File: src/rtl/intv_timer_pkg.sv
package intv_timer_pkg;
    localparam logic [2:0] A_MODE = 3'd0;
    localparam logic [2:0] A_CTRL = 3'd1;
    localparam logic [2:0] A_CMPL = 3'd2;
    localparam logic [2:0] A_CMPH = 3'd3;
    localparam logic [2:0] A_CAPL = 3'd4;
    localparam logic [2:0] A_CAPH = 3'd5;

    typedef enum logic [0:0] {
        ST_IDLE = 1'b0,
        ST_RUN  = 1'b1
    } run_state_e;

    typedef enum logic [1:0] {
        SRC_SLOWEST = 2'b00,
        SRC_SLOW    = 2'b01,
        SRC_FAST    = 2'b10,
        SRC_FASTEST = 2'b11
    } src_sel_e;
endpackage

File: src/rtl/intv_prescale.sv
module intv_prescale
    import intv_timer_pkg::*;
#(
    parameter int DIV_A_LOG = 10,
    parameter int DIV_B_LOG = 6,
    parameter int DIV_C_LOG = 2,
    parameter int DIV_D_LOG = 1,
    parameter int SLOW_LOG  = 3
) (
    input  logic       clk,
    input  logic       rst_n,
    input  logic       restart,
    input  logic       run,
    input  logic [1:0] sel,
    input  logic       slow_sel,
    input  logic       slow_en,
    output logic       tick
);
    localparam int PW = DIV_A_LOG;
    localparam logic [PW-1:0] MASK_A = PW'((1 << DIV_A_LOG) - 1);
    localparam logic [PW-1:0] MASK_B = PW'((1 << DIV_B_LOG) - 1);
    localparam logic [PW-1:0] MASK_C = PW'((1 << DIV_C_LOG) - 1);
    localparam logic [PW-1:0] MASK_D = PW'((1 << DIV_D_LOG) - 1);

    logic [PW-1:0]       pre_q;
    logic [SLOW_LOG-1:0] slow_q;
    logic                tap_hit;

    always_ff @(posedge clk) begin
        if (!rst_n || restart) begin
            pre_q  <= '0;
            slow_q <= '0;
        end else if (run) begin
            pre_q <= pre_q + 1'b1;
            if (slow_en) slow_q <= slow_q + 1'b1;
        end
    end

    always_comb begin
        unique case (src_sel_e'(sel))
            SRC_SLOWEST: tap_hit = slow_sel ? (slow_en && (&slow_q))
                                            : ((pre_q & MASK_A) == MASK_A);
            SRC_SLOW:    tap_hit = (pre_q & MASK_B) == MASK_B;
            SRC_FAST:    tap_hit = (pre_q & MASK_C) == MASK_C;
            SRC_FASTEST: tap_hit = (pre_q & MASK_D) == MASK_D;
            default:     tap_hit = 1'b0;
        endcase
    end

    assign tick = run && tap_hit;
endmodule

File: src/rtl/intv_count.sv
module intv_count #(
    parameter int CW = 16
) (
    input  logic          clk,
    input  logic          rst_n,
    input  logic          clear,
    input  logic          tick,
    input  logic [CW-1:0] cmp,
    output logic [CW-1:0] cnt_q,
    output logic          irq_q
);
    logic hit;
    assign hit = tick && (cnt_q == cmp);

    always_ff @(posedge clk) begin
        if (!rst_n) begin
            cnt_q <= '0;
            irq_q <= 1'b0;
        end else begin
            irq_q <= hit;
            if (clear || hit) cnt_q <= '0;
            else if (tick)    cnt_q <= cnt_q + 1'b1;
        end
    end
endmodule

File: src/rtl/intv_capture.sv
module intv_capture #(
    parameter int DW = 8,
    parameter int CW = 2 * DW
) (
    input  logic          clk,
    input  logic          rst_n,
    input  logic          sample,
    input  logic          running,
    input  logic [CW-1:0] cnt,
    output logic [DW-1:0] lo_view,
    output logic [DW-1:0] hi_q
);
    assign lo_view = running ? cnt[DW-1:0] : '0;

    always_ff @(posedge clk) begin
        if (!rst_n)      hi_q <= '0;
        else if (sample) hi_q <= running ? cnt[CW-1:DW] : '0;
    end
endmodule

File: src/rtl/intv_timer.sv
module intv_timer
    import intv_timer_pkg::*;
#(
    parameter int DW        = 8,
    parameter int DIV_A_LOG = 10,
    parameter int DIV_B_LOG = 6,
    parameter int DIV_C_LOG = 2,
    parameter int DIV_D_LOG = 1,
    parameter int SLOW_LOG  = 3
) (
    input  logic          clk,
    input  logic          rst_n,
    input  logic          wr_en,
    input  logic          rd_en,
    input  logic [2:0]    addr,
    input  logic [DW-1:0] wdata,
    output logic [DW-1:0] rdata,
    input  logic          slow_sel,
    input  logic          slow_en,
    output logic          irq
);
    localparam int CW = 2 * DW;

    run_state_e    state_q, state_d;
    logic          running;
    logic [4:0]    mode_q;
    logic          acap_q;
    logic [DW-1:0] stage_q;
    logic [CW-1:0] cmp_q;
    logic [CW-1:0] count_q;
    logic [DW-1:0] cap_hi;
    logic [DW-1:0] cap_lo_view;
    logic          tick;
    logic          ctrl_wr, go, halt, timer_mode, cap_sample;

    assign ctrl_wr    = wr_en && (addr == A_CTRL);
    assign timer_mode = (mode_q[4:3] == 2'b00);
    assign go         = ctrl_wr && wdata[0] && (state_q == ST_IDLE) && timer_mode;
    assign halt       = ctrl_wr && !wdata[0] && (state_q == ST_RUN);
    assign cap_sample = rd_en && (addr == A_CAPL) && acap_q;

    // next state
    always_comb begin
        state_d = state_q;
        unique case (state_q)
            ST_IDLE: if (go)   state_d = ST_RUN;
            ST_RUN:  if (halt) state_d = ST_IDLE;
            default:           state_d = ST_IDLE;
        endcase
    end

    // state register
    always_ff @(posedge clk) begin
        if (!rst_n) state_q <= ST_IDLE;
        else        state_q <= state_d;
    end

    // outputs of the state machine
    always_comb begin
        running = 1'b0;
        unique case (state_q)
            ST_IDLE: running = 1'b0;
            ST_RUN:  running = 1'b1;
            default: running = 1'b0;
        endcase
    end

    always_ff @(posedge clk) begin
        if (!rst_n) begin
            mode_q  <= '0;
            acap_q  <= 1'b0;
            stage_q <= '0;
            cmp_q   <= '1;
        end else if (wr_en) begin
            if (addr == A_MODE && !running) mode_q <= wdata[4:0];
            if (ctrl_wr && !halt)           acap_q <= wdata[1];
            if (addr == A_CMPL)             stage_q <= wdata;
            if (addr == A_CMPH)             cmp_q <= {wdata, stage_q};
        end
    end

    intv_prescale #(
        .DIV_A_LOG(DIV_A_LOG), .DIV_B_LOG(DIV_B_LOG), .DIV_C_LOG(DIV_C_LOG),
        .DIV_D_LOG(DIV_D_LOG), .SLOW_LOG(SLOW_LOG)
    ) u_pre (
        .clk(clk), .rst_n(rst_n), .restart(go), .run(running),
        .sel(mode_q[1:0]), .slow_sel(slow_sel), .slow_en(slow_en), .tick(tick)
    );

    intv_count #(.CW(CW)) u_cnt (
        .clk(clk), .rst_n(rst_n), .clear(go || halt), .tick(tick),
        .cmp(cmp_q), .cnt_q(count_q), .irq_q(irq)
    );

    intv_capture #(.DW(DW), .CW(CW)) u_cap (
        .clk(clk), .rst_n(rst_n), .sample(cap_sample), .running(running),
        .cnt(count_q), .lo_view(cap_lo_view), .hi_q(cap_hi)
    );

    always_comb begin
        case (addr)
            A_MODE:  rdata = DW'(mode_q);
            A_CTRL:  rdata = DW'({acap_q, running});
            A_CMPL:  rdata = cmp_q[DW-1:0];
            A_CMPH:  rdata = cmp_q[CW-1:DW];
            A_CAPL:  rdata = acap_q ? cap_lo_view : '0;
            A_CAPH:  rdata = cap_hi;
            default: rdata = '0;
        endcase
    end
endmodule

File: config.mk
export PLATFORM = sky130hd
export DESIGN_NAME = intv_timer
export DESIGN_NICKNAME = d
export VERILOG_FILES = /design/src/rtl/intv_timer_pkg.sv /design/src/rtl/intv_prescale.sv /design/src/rtl/intv_count.sv /design/src/rtl/intv_capture.sv /design/src/rtl/intv_timer.sv
export SDC_FILE = /design/constraint.sdc
export NUM_CORES = 1
export LEC_CHECK = 0
export ABC_AREA = 1
export BUFFER_PORTS_ARGS = -buffer_cell sky130_fd_sc_hd__buf_2
export CORE_ASPECT_RATIO = 1.25
export CORE_MARGIN = 5
export CORE_UTILIZATION = 35
export DETAILED_ROUTE_END_ITERATION = 12
export HOLD_SLACK_MARGIN = 0.03
export SLEW_MARGIN = 20
export SYNTH_ARGS = -nofsm -noshare
export SYNTH_HDL_FRONTEND = slang
export SYNTH_HIERARCHICAL = 1
export SYNTH_SLANG_ARGS = --single-unit
File: constraint.sdc
create_clock -name clk -period 2.5 [get_ports clk]
set_input_delay 0.5 -clock clk [delete_from_list [all_inputs] [get_ports clk]]
set_output_delay 0.5 -clock clk [all_outputs]
set_load 0.05 [all_outputs]
=== Yosys cells after proc, flatten, opt, wreduce, memory -nomap -nowiden ===
Cells that the tools add are included.

* Bits in latches: 0
* Flip-flop bits (word level): 69
* Memories kept: 0
* ROM bits: 0
* Input bits: 17
* Logic and storage cells: 67
* Bits in writable memories: 0
* Output and inout port bits: 9

* Eq/ne operators: 12
* Divide/modulo/power cells: 0
* Shift-type cells: 0
* Muxes and demuxes: 10
* Order comparisons: 0
* Reduce and logical (&&, ||, !) cells: 30
* Bitwise operators: 2
* Add/subtract/negate cells: 3
* Multipliers: 0

{| class="wikitable"
|+ Operators by type and width
! kind !! count
|-
| $pmux 8 s6 || 1
|-
| $mux 8 || 3
|-
| $add 16x1->16 const B || 1
|-
| $eq 16x16->1 || 1
|-
| $logic_and 1x1->1 || 13
|-
| $add 10x1->10 const B || 1
|-
| $eq 10x10->1 const B || 1
|-
| $reduce_and 2->1 || 5
|-
| $eq 2x2->1 const B || 3
|-
| $eq 3x2->1 const B || 2
|-
| $eq 3x3->1 const B || 2
|-
| $eq 6x6->1 const B || 1
|-
| $logic_not 1->1 || 4
|-
| $logic_not 2->1 || 2
|-
| $pmux 1 s2 || 2
|-
| $pmux 1 s4 || 1
|-
| $add 3x1->3 const B || 1
|-
| $eq 3x1->1 const B || 1
|-
| $logic_not 3->1 || 1
|-
| $logic_or 1x1->1 || 3
|-
| $mux 1 || 3
|-
| $reduce_and 3->1 || 1
|-
| $eq 2x1->1 const B || 1
|-
| $not 1->1 || 2
|-
| $reduce_or 2->1 || 1
|}

=== Logic depth before layout (Yosys ltp) ===
Gate-level depths: netlist of run 1.

* Depth after elaboration: 8
* Gate-level depth with buffers: 16
* Depth with buffers taken out: 16

=== Modules after synthesis ===
Netlist of run 1, hierarchy kept.

{| class="wikitable"
|+ Modules (own cells, without submodules)
! module !! area an instance (µm²) !! cells an instance !! times used !! seq. area each (µm²)
|-
| intv_timer || 1,519.0 || 221 || 1 || 620.6
|-
| intv_count || 1,251.2 || 210 || 1 || 340.3
|-
| intv_prescale || 685.7 || 101 || 1 || 260.2
|-
| intv_capture || 391.6 || 53 || 1 || 160.2
|}

=== Worst setup path before layout of run 1 ===
Ideal clock, no wire load.

* Kind: reg2reg
* Start: register u_pre.pre_q[0]
* End: register u_cnt.cnt_q[12]
* Library setup time: 0.116 ns
* Data arrival time: 1.884 ns
* Setup slack: 0.500 ns
* Cell stages (with the launch flop): 16
* Data required time: 2.384 ns
* Buffers on the path: 1
* Period minus slack after synthesis: 2.000 ns
* Path through: dfxtp_1 > ha_1 > inv_1 > nor2_1 > nand3_1 > nand2_1 > inv_1 > nor2_1 > inv_1 > nor2_1 > nand3_1 > nor2_1 > nand3_2 > nand2_4 > buf_12 > nor2_2

* Word-level cells in the longest chain between the ends: 7
* Elaborated cells between the ends (all ways): 9
* Those cells by class: 3 x eq/ne; 2 x mux; 4 x reduce/logical

{| class="wikitable"
|+ RTL lines
! item !! line !! RTL
|-
| from (decl) || intv_prescale.sv:25 || <nowiki>logic [PW-1:0] pre_q;</nowiki>
|-
| from (signal assigned) || intv_prescale.sv:34 || <nowiki>pre_q <= pre_q + 1'b1;</nowiki>
|-
| $eq 10x10->1 || intv_prescale.sv:42 || <nowiki>: ((pre_q & MASK_A) == MASK_A);</nowiki>
|-
| $mux 1 || intv_prescale.sv:41 || <nowiki>SRC_SLOWEST: tap_hit = slow_sel ? (slow_en && (&slow_q))</nowiki>
|-
| $pmux 1 s4 * || intv_prescale.sv:40 || <nowiki>unique case (src_sel_e'(sel))</nowiki>
|-
| $logic_and 1x1->1 * || intv_prescale.sv:50 || <nowiki>assign tick = run && tap_hit;</nowiki>
|-
| named net tick || intv_timer.sv:33 || <nowiki>logic tick;</nowiki>
|-
| $logic_and 1x1->1 || intv_count.sv:13 || <nowiki>assign hit = tick && (cnt_q == cmp);</nowiki>
|-
| $logic_or 1x1->1 || intv_count.sv:21 || <nowiki>if (clear || hit) cnt_q <= '0;</nowiki>
|-
| $reduce_or 2->1 (no line) || n/a ||
|-
| to (signal assigned) || intv_count.sv:22 || <nowiki>else if (tick) cnt_q <= cnt_q + 1'b1;</nowiki>
|-
| to (decl) || intv_count.sv:9 || <nowiki>output logic [CW-1:0] cnt_q,</nowiki>
|}

The timed path passes the listed nets; every way through them passes the cells marked *.
A chain may end at the register's enable or synchronous reset.

=== Worst setup path in the final report of run 1 ===
* Start: register state_q
* End: output rdata[1]

* Word-level cells in the longest chain between the ends: 5

{| class="wikitable"
|+ RTL lines
! item !! line !! RTL
|-
| from (decl) || intv_timer.sv:24 || <nowiki>run_state_e state_q, state_d;</nowiki>
|-
| from (signal assigned) || intv_timer.sv:55 || <nowiki>else state_q <= state_d;</nowiki>
|-
| $not 1->1 || n/a ||
|-
| $pmux 1 s2 * || intv_timer.sv:61 || <nowiki>unique case (state_q)</nowiki>
|-
| $mux 8 * || intv_capture.sv:13 || <nowiki>assign lo_view = running ? cnt[DW-1:0] : '0;</nowiki>
|-
| named net cap_lo_view[1] || intv_timer.sv:32 || <nowiki>logic [DW-1:0] cap_lo_view;</nowiki>
|-
| $mux 8 * || intv_timer.sv:106 || <nowiki>A_CAPL: rdata = acap_q ? cap_lo_view : '0;</nowiki>
|-
| $pmux 8 s6 * || intv_timer.sv:101 || <nowiki>case (addr)</nowiki>
|-
| to (decl) || intv_timer.sv:17 || <nowiki>output logic [DW-1:0] rdata,</nowiki>
|}

Marked as above.

==> results.sh, run 1 <==
export IMPL_status="completed"
export IMPL_synth_area_leaders="dfxtp_1 (36%), nand2_1 (16%), nor2_1 (8.5%), inv_1 (7.2%), nand3_1 (4.8%)"
export IMPL_path_class="flop to primary output"
export IMPL_start_util_pct=36.1
export IMPL_cts_tree="built"
export IMPL_p_sw_share_pct=24.3
export IMPL_hp_class="input port to flop"
export IMPL_cts_root_buf="clkbuf_16"
export IMPL_final_period_utilization_pct=87.2
export IMPL_p_sw_mw=0.610
export IMPL_synth_warnings=6
export IMPL_drtPass1Iterations=5
export IMPL_finalMaxSlewViolations=0
export IMPL_min_from="wdata[7]"
export IMPL_synth_top_family_by_area="simple AND/OR/NAND/NOR gates"
export IMPL_synth_top_cell_area_share_pct=35.9
export IMPL_dieArea_um2=13200
export IMPL_ctsHoldBuffers=0
export IMPL_io_pins=26
export IMPL_htree_levels=3
export IMPL_synth_compound_gate_area_share_pct=6.54
export IMPL_synthXorXnorAreaFrac_pct=3.19
export IMPL_die_w_um=104
export IMPL_ctsLongestPathBuffers=2
export IMPL_synthesis_nets=606
export IMPL_critPathCaptureType="primary output"
export IMPL_grt_max_degree=32
export IMPL_syn_avg_cell_area_um2=6.58
export IMPL_timing_final_crit_period_ns=2.18
export IMPL_antenna_found_initial=0
export IMPL_place_hpwl_um=8200
export IMPL_setup_tns_ns=0
export IMPL_post_synth_top_area_cell="dfxtp_1"
export IMPL_drt_initial_drc_count=223
export IMPL_drive_above_1_share_pct=14.6
export IMPL_cp_max_fo=24
export IMPL_clk_latency_ns=0.33
export IMPL_nets=638
export IMPL_relSlewSlack_pct=73.5
export IMPL_synthAdderAreaFrac_pct=1.30
export IMPL_cap_violations=0
export IMPL_core_um2=10700
export IMPL_synth_seq_area_share_pct=35.9
export IMPL_vias=3685
export IMPL_tightest_slew_ns=0.397
export IMPL_pwr_share_comb_pct=8.0
export IMPL_p_leak_nw=2.03
export IMPL_grt_pass1_vias=3524
export IMPL_ir_drop_v=0.000301
export IMPL_area_growth_pct=13.1
export IMPL_fin_skew_ns=0.00310
export IMPL_die_y_um=127
export IMPL_power_density_nw_per_um2=577
export IMPL_place_congestion=0.926
export IMPL_diodes=0
export IMPL_globalRouteOverflowTotal=0
export IMPL_io_buffers=25
export IMPL_rows=42
export IMPL_cts_buffers=9
export IMPL_drtAntennaViolNets=0
export IMPL_syn_area_um2=3850
export IMPL_wl_um=10600
export IMPL_drc=0
export IMPL_wire_per_inst_um=14.1
export IMPL_cts_resized=0
export IMPL_cts_setup_buffers=0
export IMPL_synth_distinct_cells=31
export IMPL_ys_ff_latch=69
export IMPL_cts_sinks=69
export IMPL_gr_usage_all_layers_pct=16.3
export IMPL_cp_startpoint="state_q"
export IMPL_crit_reg2reg_launch="u_pre/pre_q[0]"
export IMPL_critPathLaunchType="flop"
export IMPL_whs_ns=0.404
export IMPL_hold_violations=0
export IMPL_synthSimpleGateAreaFrac_pct=42.2
export IMPL_cp_data_required_time_ns=2.00
export IMPL_p_int_mw=1.90
export IMPL_cp_data_arrival_time_ns=1.68
export IMPL_synth_mux_area_share_pct=0
export IMPL_rsz0062_at_grt="no"
export IMPL_routed_via_density=4.89
export IMPL_clk_pin_slew_ns=0.05
export IMPL_setup_viol=0
export IMPL_fmax_ghz=0.459
export IMPL_seqPwrFrac_pct=45.4
export IMPL_power_frac_clock_pct=46.7
export IMPL_grt_pass1_wl_um=17300
export IMPL_syn_instance_count=585
## flip-flops by register name, summed over array words and instances (netlist names)
signal / flops
cmp_q: 16
u_cnt/irq_q: 1
u_pre/pre_q: 10
acap_q: 1
state_q: 1
u_pre/slow_q: 3
mode_q: 5
stage_q: 8
u_cnt/cnt_q: 16
u_cap/hi_q: 8
## worst max-delay path, cell delays in order (launching register included)
cell     delay (ns)
dfxtp_1        0.32
buf_4          0.29
nand2_1        0.09
inv_1          0.07
nand3_1        0.07
nand2_1        0.06
nand2_1        0.05
nand4_1        0.11
buf_2          0.28
## metrics by stage
stage                     power [mW]  utilization (%)  setup WS, ns  std cells  cell area, um2
after floorplan                 1.30                -         0.500        585            3850
after global placement          1.36             38.2         0.343        738            4080
after global routing            2.62             40.8         0.148        754            4350
final                           2.51             40.8         0.320        754            4350
after detailed placement        1.36             38.2         0.320        738            4080
after CTS                       2.54             40.8         0.325        754            4350
## power groups by stage
stage | logic [mW] | registers (mW) | clock network, mW
global placement | 0.198 | 1.16 | 0
finish | 0.200 | 1.14 | 1.17
detailed placement | 0.200 | 1.16 | 0
CTS | 0.201 | 1.14 | 1.20
floorplan | 0.144 | 1.15 | 0
global route | 0.220 | 1.14 | 1.26
## Yosys cell counts
| cell | instances |
|---|---|
| nor3b_1 | 2 |
| nand4_1 | 10 |
| nand2_2 | 7 |
| clkbuf_1 | 3 |
| ha_1 | 4 |
| a21oi_1 | 22 |
| o211ai_1 | 2 |
| clkinv_2 | 1 |
| xor2_1 | 11 |
| a31oi_1 | 1 |
| nand3_1 | 37 |
| dfxtp_1 | 69 |
| o21ai_1 | 3 |
| nand3b_1 | 4 |
| inv_6 | 1 |
| nor2_8 | 1 |
| inv_1 | 74 |
| xnor2_1 | 3 |
| o21ai_0 | 21 |
| nand2_4 | 3 |
| nor2_2 | 16 |
| buf_6 | 4 |
| nand2_1 | 168 |
| nor2_1 | 87 |
| or2_0 | 1 |
| buf_12 | 2 |
| and3b_1 | 1 |
| nor2_4 | 5 |
| nor3_1 | 7 |
| inv_2 | 8 |
| nand3_2 | 7 |
## final cells by class
class                      count  area [um2]
tap                          132         165
clock inverter                 1        5.00
clock buffer                  15         268
multi-input combinational    423        2050
fill                        1157        6320
timing repair buffer          30         163
sequential                    69        1380
inverter                      84         322
## cell families (layout without fill, tap and decap cells)
group | count (synthesis) | in the layout
and+or+nand+nor | 356 | 356
buffers and inverters | 93 | 130
DFF | 69 | 69
AOI/OAI and AO/OA | 49 | 49
xor gates and xnor gates | 14 | 14
adders and majority gates | 4 | 4
## routing by layer
| metal | vias to the layer above | part of all wire (%) | global-route usage, % |
|---|---|---|---|
| met5 | - | 0 | 0 |
| met4 | 0 | 1.9 | 5.95 |
| met3 | 16 | 4.9 | 3.23 |
| met2 | 88 | 49 | 27.5 |
| met1 | 1703 | 44 | 20.5 |
| li1 | 1878 | - | - |
## final timing paths
check        depth (start not counted)              end  slack, ns
max reg2reg                         16  u_cnt/cnt_q[14]       0.38
min                                  3        cmp_q[15]       0.40
min reg2reg                          2    u_cap/hi_q[2]       0.47
max                                  8         rdata[1]       0.32
## cells in the final DEF, fill, tap and decap left out
| cell type | synthesis | layout |
|---|---|---|
| inv_6 | 1 | 1 |
| nor2_8 | 1 | 1 |
| dfxtp_1 | 69 | 69 |
| inv_1 | 74 | 74 |
| a31oi_1 | 1 | 1 |
| o21ai_1 | 3 | 3 |
| clkinv_2 | 1 | 2 |
| nor2_1 | 87 | 87 |
| nand2_1 | 168 | 168 |
| nor2_4 | 5 | 5 |
| xor2_1 | 11 | 11 |
| xnor2_1 | 3 | 3 |
| nand3_1 | 37 | 37 |
| buf_2 | 0 | 25 |
| nand3_2 | 7 | 7 |
| or2_0 | 1 | 1 |
| o21ai_0 | 21 | 21 |
| a21oi_1 | 22 | 22 |
| nand2_2 | 7 | 7 |
| nand3b_1 | 4 | 4 |
| inv_2 | 8 | 8 |
| clkbuf_16 | 0 | 9 |
| buf_4 | 0 | 5 |
| o211ai_1 | 2 | 2 |
| clkbuf_8 | 0 | 2 |
| nand2_4 | 3 | 3 |
| nor3b_1 | 2 | 2 |
| clkbuf_1 | 3 | 4 |
| ha_1 | 4 | 4 |
| nor2_2 | 16 | 16 |
| nand4_1 | 10 | 10 |
| nor3_1 | 7 | 7 |
| and3b_1 | 1 | 1 |
(Power assumes the default switching activity.)
==> inputs of run 2 (changes only) <==
--- a/config.mk
+++ b/config.mk
@@ -7,8 +7,6 @@
 export LEC_CHECK = 0
 export ABC_AREA = 1
 export BUFFER_PORTS_ARGS = -buffer_cell sky130_fd_sc_hd__buf_2
-export CORE_ASPECT_RATIO = 1.25
-export CORE_MARGIN = 5
 export CORE_UTILIZATION = 35
 export DETAILED_ROUTE_END_ITERATION = 12
 export HOLD_SLACK_MARGIN = 0.03
==> constraint.sdc (replaced) <==
create_clock -name clk -period 2.8 [get_ports clk]
set_input_delay 0.56 -clock clk [delete_from_list [all_inputs] [get_ports clk]]
set_output_delay 0.56 -clock clk [all_outputs]
set_load 0.05 [all_outputs]
==> run 2 against run 1 <==
Sequential share of layout area grew 0.80 points. Sequential power shrank 11%. Wire length shrank 9.6%. Hold slack gained 0.044 ns. Clock power shrank 37%. Cell count grew 0.27%. Total power shrank 23%. Non-clock buffer count shrank 2. Utilization shrank 0.41 points. Combinational power shrank 13%. Critical path type is now flop to flop. Largest power group is now registers. Highest routed layer unchanged.
==> results.sh, run 2 (same netlist as run 1, synthesis figures left out) <==
export IMPL_critical_path_max_stage_delay_ns=0.40
export IMPL_cp_max_fo=16
export IMPL_seqPwrFrac_pct=52.7
export IMPL_wire_per_inst_um=12.7
export IMPL_antenna_found_initial=0
export IMPL_ir_drop_v=0.000294
export IMPL_dpl_instance_area_um2=4070
export IMPL_cap_violations=0
export IMPL_start_util_pct=36.6
export IMPL_worst_path_max_delay_cell="dfxtp_1"
export IMPL_fmax_ghz=0.418
export IMPL_critPathCaptureType="flop"
export IMPL_die_w_um=107
export IMPL_dieArea_um2=11400
export IMPL_path_class="flop to flop"
export IMPL_io_buffers=25
export IMPL_final_util_pct=40.4
export IMPL_area_growth_pct=10.3
export IMPL_cpMostUsedCell="nor2_1"
export IMPL_wl_um=9620
export IMPL_relSlewSlack_pct=70.0
export IMPL_ctsLongestPathBuffers=2
export IMPL_routed_via_density=4.76
export IMPL_path_cells="ha_1 > inv_1 > nor2_1 > nand3_1 > nand2_1 > inv_1 > nor2_1 > inv_1 > nor2_1 > nand3_1 > nor2_1 > nand3_2 > nand2_4 > nor2_1"
export IMPL_cts_sinks=69
export IMPL_fin_skew_ns=0.0167
export IMPL_p_sw_mw=0.537
export IMPL_drive_above_1_share_pct=15.0
export IMPL_p_sw_share_pct=27.9
export IMPL_place_hpwl_um=7400
export IMPL_rsz0062_at_grt="no"
export IMPL_grt_pass1_vias=3347
export IMPL_cts_tree="built"
export IMPL_timing_final_crit_period_ns=2.39
export IMPL_final_cell_mix="nand2_1 (168), nor2_1 (87), inv_1 (74)"
export IMPL_path_delay_family="simple AND/OR/NAND/NOR gates"
export IMPL_die_y_um=107
export IMPL_diodes=0
export IMPL_cp_data_arrival_time_ns=2.62
export IMPL_power_frac_clock_pct=38.2
export IMPL_vias=3600
export IMPL_path_buf_inv=3
export IMPL_htree_levels=3
export IMPL_p_leak_nw=1.98
export IMPL_layout_commonest_cell="nand2_1"
export IMPL_nets=636
export IMPL_grt_max_degree=30
export IMPL_setup_tns_ns=0
export IMPL_critPathLaunchType="flop"
export IMPL_cts_resized=0
export IMPL_hold_violations=0
export IMPL_drc=0
export IMPL_place_congestion=0.875
export IMPL_cts_root_buf="clkbuf_8"
export IMPL_finalInstanceArea_um2=4240
export IMPL_drt_initial_drc_count=166
export IMPL_p_int_mw=1.39
export IMPL_drtPass1Iterations=5
export IMPL_drtAntennaViolNets=0
export IMPL_finalMaxSlewViolations=0
export IMPL_io_pins=26
export IMPL_hp_class="input port to flop"
export IMPL_core_um2=10500
export IMPL_status="completed"
export IMPL_cp_data_required_time_ns=3.02
export IMPL_tightest_slew_ns=0.449
export IMPL_clk_pin_slew_ns=0.08
export IMPL_cts_buffers=9
export IMPL_gr_usage_all_layers_pct=17.9
export IMPL_globalRouteOverflowTotal=0
export IMPL_grt_pass1_wl_um=16000
export IMPL_reg_top3="cmp_q: 16 flops, u_cnt/cnt_q: 16 flops, u_pre/pre_q: 10 flops"
export IMPL_setup_viol=0
export IMPL_final_period_utilization_pct=85.5
export IMPL_ctsHoldBuffers=0
export IMPL_clk_latency_ns=0.35
export IMPL_power_density_nw_per_um2=454
export IMPL_cts_setup_buffers=0
export IMPL_pwr_share_comb_pct=9.1
export IMPL_rows=37
run 2: worst min-delay path: stages:
cell	delay, ns
buf_2	0.09
nand2_1	0.04
nand3_1	0.07
run 2: area by class of cell:
type / instances / area [um2]
inverters: 84 / 322
well taps: 136 / 170
repair buffers: 28 / 148
clock buffers: 10 / 138
flip-flops and latches: 69 / 1380
multi-input cells: 423 / 2050
fillers: 1108 / 6260
clock inverters: 6 / 37.5
run 2: power by group through the flow:
stage               Combinational (mW)  Sequential [mW]  Clock, mW
detailed placement               0.175             1.04          0
global placement                 0.173             1.04          0
global route                     0.192             1.02      0.807
finish                           0.175             1.02      0.737
floorplan                        0.129             1.03          0
CTS                              0.175             1.01      0.756
run 2: final timing paths:
kind              cells past startpoint  slack (ns)              to           start
setup reg to reg                     14        0.41  u_cnt/cnt_q[5]  u_pre/pre_q[0]
hold / removal                        3        0.45       cmp_q[15]        wdata[7]
setup / recovery                     14        0.41  u_cnt/cnt_q[5]  u_pre/pre_q[0]
hold reg to reg                       2        0.47        cmp_q[5]      stage_q[5]
run 2: per-stage QoR:
step | power [mW] | cells | hold WS, ns | setup WS, ns
3_5_place_dp | 1.21 | 740 | 0.453 | 0.425
5_1_grt | 2.02 | 756 | 0.469 | 0.172
4_1_cts | 1.95 | 756 | 0.428 | 0.399
6_report | 1.93 | 756 | 0.448 | 0.407
2_1_floorplan | 1.16 | 585 | 0.436 | 0.771
3_3_place_gp | 1.21 | 740 | 0.447 | 0.415
run 2: layer usage:
| metal | up-vias | wire length [um] | track usage (%) |
|---|---|---|---|
| met2 | 67 | 4420 | 28.5 |
| met5 | - | 0 | 0 |
| met1 | 1639 | 4690 | 23.8 |
| li1 | 1879 | - | - |
| met3 | 15 | 310 | 2.67 |
| met4 | 0 | 201 | 7.93 |
==> inputs of run 3 (changes only) <==
==> constraint.sdc (replaced) <==
create_clock -name clk -period 2.6 [get_ports clk]
set_input_delay 0.52 -clock clk [delete_from_list [all_inputs] [get_ports clk]]
set_output_delay 0.52 -clock clk [all_outputs]
set_load 0.05 [all_outputs]
==> run 3 against run 2 <==
Register-to-register slack gained 0.05 ns. Total power grew 17%. Clock-buffer cell count grew 1. Wire length shrank 1.6%. Cell count grew 0.26%. Sequential share of layout area shrank 0.49 points. Global-route usage grew 0.52 points. Sequential power grew 7%. Critical path depth shrank 6. Utilization grew 0.62 points. Non-clock buffer count grew 2. Largest power group unchanged. Highest routed layer unchanged.
==> results.sh, run 3 (same netlist as run 1, synthesis figures left out) <==
export IMPL_routed_via_density=4.78
export IMPL_p_int_mw=1.70
export IMPL_core_um2=10500
export IMPL_critPathCaptureType="primary output"
export IMPL_drive_above_1_share_pct=15.1
export IMPL_cp_data_required_time_ns=2.08
export IMPL_setup_tns_ns=0
export IMPL_hp_class="input port to flop"
export IMPL_clk_latency_ns=0.35
export IMPL_cts_resized=0
export IMPL_nets=638
export IMPL_fmax_ghz=0.458
export IMPL_die_w_um=107
export IMPL_cts_buffers=9
export IMPL_hold_violations=0
export IMPL_min_from="wdata[6]"
export IMPL_p_sw_mw=0.558
export IMPL_dieArea_um2=11400
export IMPL_globalRouteOverflowTotal=0
export IMPL_cts_setup_buffers=0
export IMPL_grt_busiest_layer="met2"
export IMPL_final_period_utilization_pct=83.9
export IMPL_stdcell_count=758
export IMPL_worst_hold_path_endpoint="cmp_q[14]"
export IMPL_io_buffers=25
export IMPL_ff2ff_path_depth=15
export IMPL_grt_use_met1_pct=22.4
export IMPL_critPathLaunchType="flop"
export IMPL_pwr_share_comb_pct=8.4
export IMPL_grt_use_met3_pct=3.83
export IMPL_final_cell_mix="nand2_1 (168), nor2_1 (87), inv_1 (74)"
export IMPL_vias=3625
export IMPL_cp_max_fo=18
export IMPL_status="completed"
export IMPL_drt_initial_drc_count=143
export IMPL_rsz0062_at_grt="no"
export IMPL_path_class="flop to primary output"
export IMPL_grt_max_degree=31
export IMPL_seqPwrFrac_pct=48.5
export IMPL_area_growth_pct=12.0
export IMPL_cp_data_arrival_time_ns=1.66
export IMPL_timing_final_crit_period_ns=2.18
export IMPL_place_congestion=0.870
export IMPL_use_met2_pct=31.5
export IMPL_relSlewSlack_pct=71.6
export IMPL_gr_usage_all_layers_pct=18.4
export IMPL_grt_pass1_vias=3508
export IMPL_reg_top3="cmp_q: 16 flops, u_cnt/cnt_q: 16 flops, u_pre/pre_q: 10 flops"
export IMPL_drtPass1Iterations=5
export IMPL_hold_depth=3
export IMPL_cap_violations=0
export IMPL_ctsHoldBuffers=0
export IMPL_tightest_slew_ns=0.425
export IMPL_power_density_nw_per_um2=523
export IMPL_cts_root_buf="clkbuf_8"
export IMPL_clk_pin_slew_ns=0.07
export IMPL_total_power_mw=2.25
export IMPL_rrSetupSlack_ns=0.46
export IMPL_cts_sinks=69
export IMPL_fin_skew_ns=0.0101
export IMPL_dp_cells=742
export IMPL_finalMaxSlewViolations=0
export IMPL_place_hpwl_um=7600
export IMPL_p_leak_nw=2.01
export IMPL_io_pins=26
export IMPL_wire_per_inst_um=12.5
export IMPL_crit_reg2reg_launch="u_pre/pre_q[0]"
export IMPL_antenna_found_initial=0
export IMPL_layout_commonest_cell="nand2_1"
export IMPL_grt_pass1_wl_um=16300
export IMPL_ctsLongestPathBuffers=2
export IMPL_timing_rr_end="u_cnt/cnt_q[14]"
export IMPL_ir_drop_v=0.000283
export IMPL_drc=0
export IMPL_setup_viol=0
export IMPL_p_sw_share_pct=24.8
export IMPL_rows=37
export IMPL_start_util_pct=36.6
export IMPL_die_y_um=107
export IMPL_diodes=0
export IMPL_drtAntennaViolNets=0
export IMPL_power_frac_clock_pct=43.1
export IMPL_cts_tree="built"
export IMPL_wl_um=9460
export IMPL_htree_levels=3
[run 3: power groups by stage]
stage | registers (mW) | logic (mW) | clock network (mW)
2_1_floorplan | 1.11 | 0.138 | 0
3_3_place_gp | 1.12 | 0.186 | 0
3_5_place_dp | 1.12 | 0.189 | 0
4_1_cts | 1.09 | 0.189 | 1.01
5_1_grt | 1.10 | 0.210 | 1.05
6_report | 1.09 | 0.189 | 0.972
[run 3: worst max-delay path by stage]
stage | from | endpoint | slack (ns)
global route | u_pre/pre_q[0] | u_cnt/cnt_q[14] | 0.24
global placement | addr[0] | rdata[0] | 0.50
floorplan | u_pre/pre_q[0] | u_cnt/cnt_q[12] | 0.60
CTS | state_q | rdata[1] | 0.41
finish | state_q | rdata[1] | 0.42
detailed placement | u_pre/pre_q[0] | u_cnt/cnt_q[14] | 0.45
[run 3: final cells by class]
cell class | instances | area (um2)
repair buffers | 30 | 163
well taps | 136 | 170
fillers | 1118 | 6200
clock inverters | 5 | 83.8
multi-input cells | 423 | 2050
flip-flops and latches | 69 | 1380
inverters | 84 | 322
clock buffers | 11 | 141
[run 3: worst max-delay path, stage by stage, from the launching register on]
cell and delay [ns]:
dfxtp_1 0.33, buf_4 0.23, nand2_1 0.07, inv_1 0.06, nand3_1 0.09, nand2_1 0.09, nand2_1 0.05, nand4_1 0.12
buf_2 0.28
[run 3: metal layers]
metal | wire length, um | up-vias
met3 | 374 | 19
met2 | 4550 | 65
met5 | 0 | -
li1 | - | 1882
met4 | 210 | 0
met1 | 4330 | 1659
[run 3: per-stage QoR]
stage                     util (%)  worst slack, ns  hold WS (ns)  area [um2]
final                         41.0            0.419         0.406        4310
after global routing          41.0            0.236         0.416        4310
after CTS                     41.0            0.410         0.395        4310
after detailed placement      38.9            0.454         0.450        4080
after global placement        38.9            0.496         0.445        4080
after floorplan                  -            0.600         0.436        3850
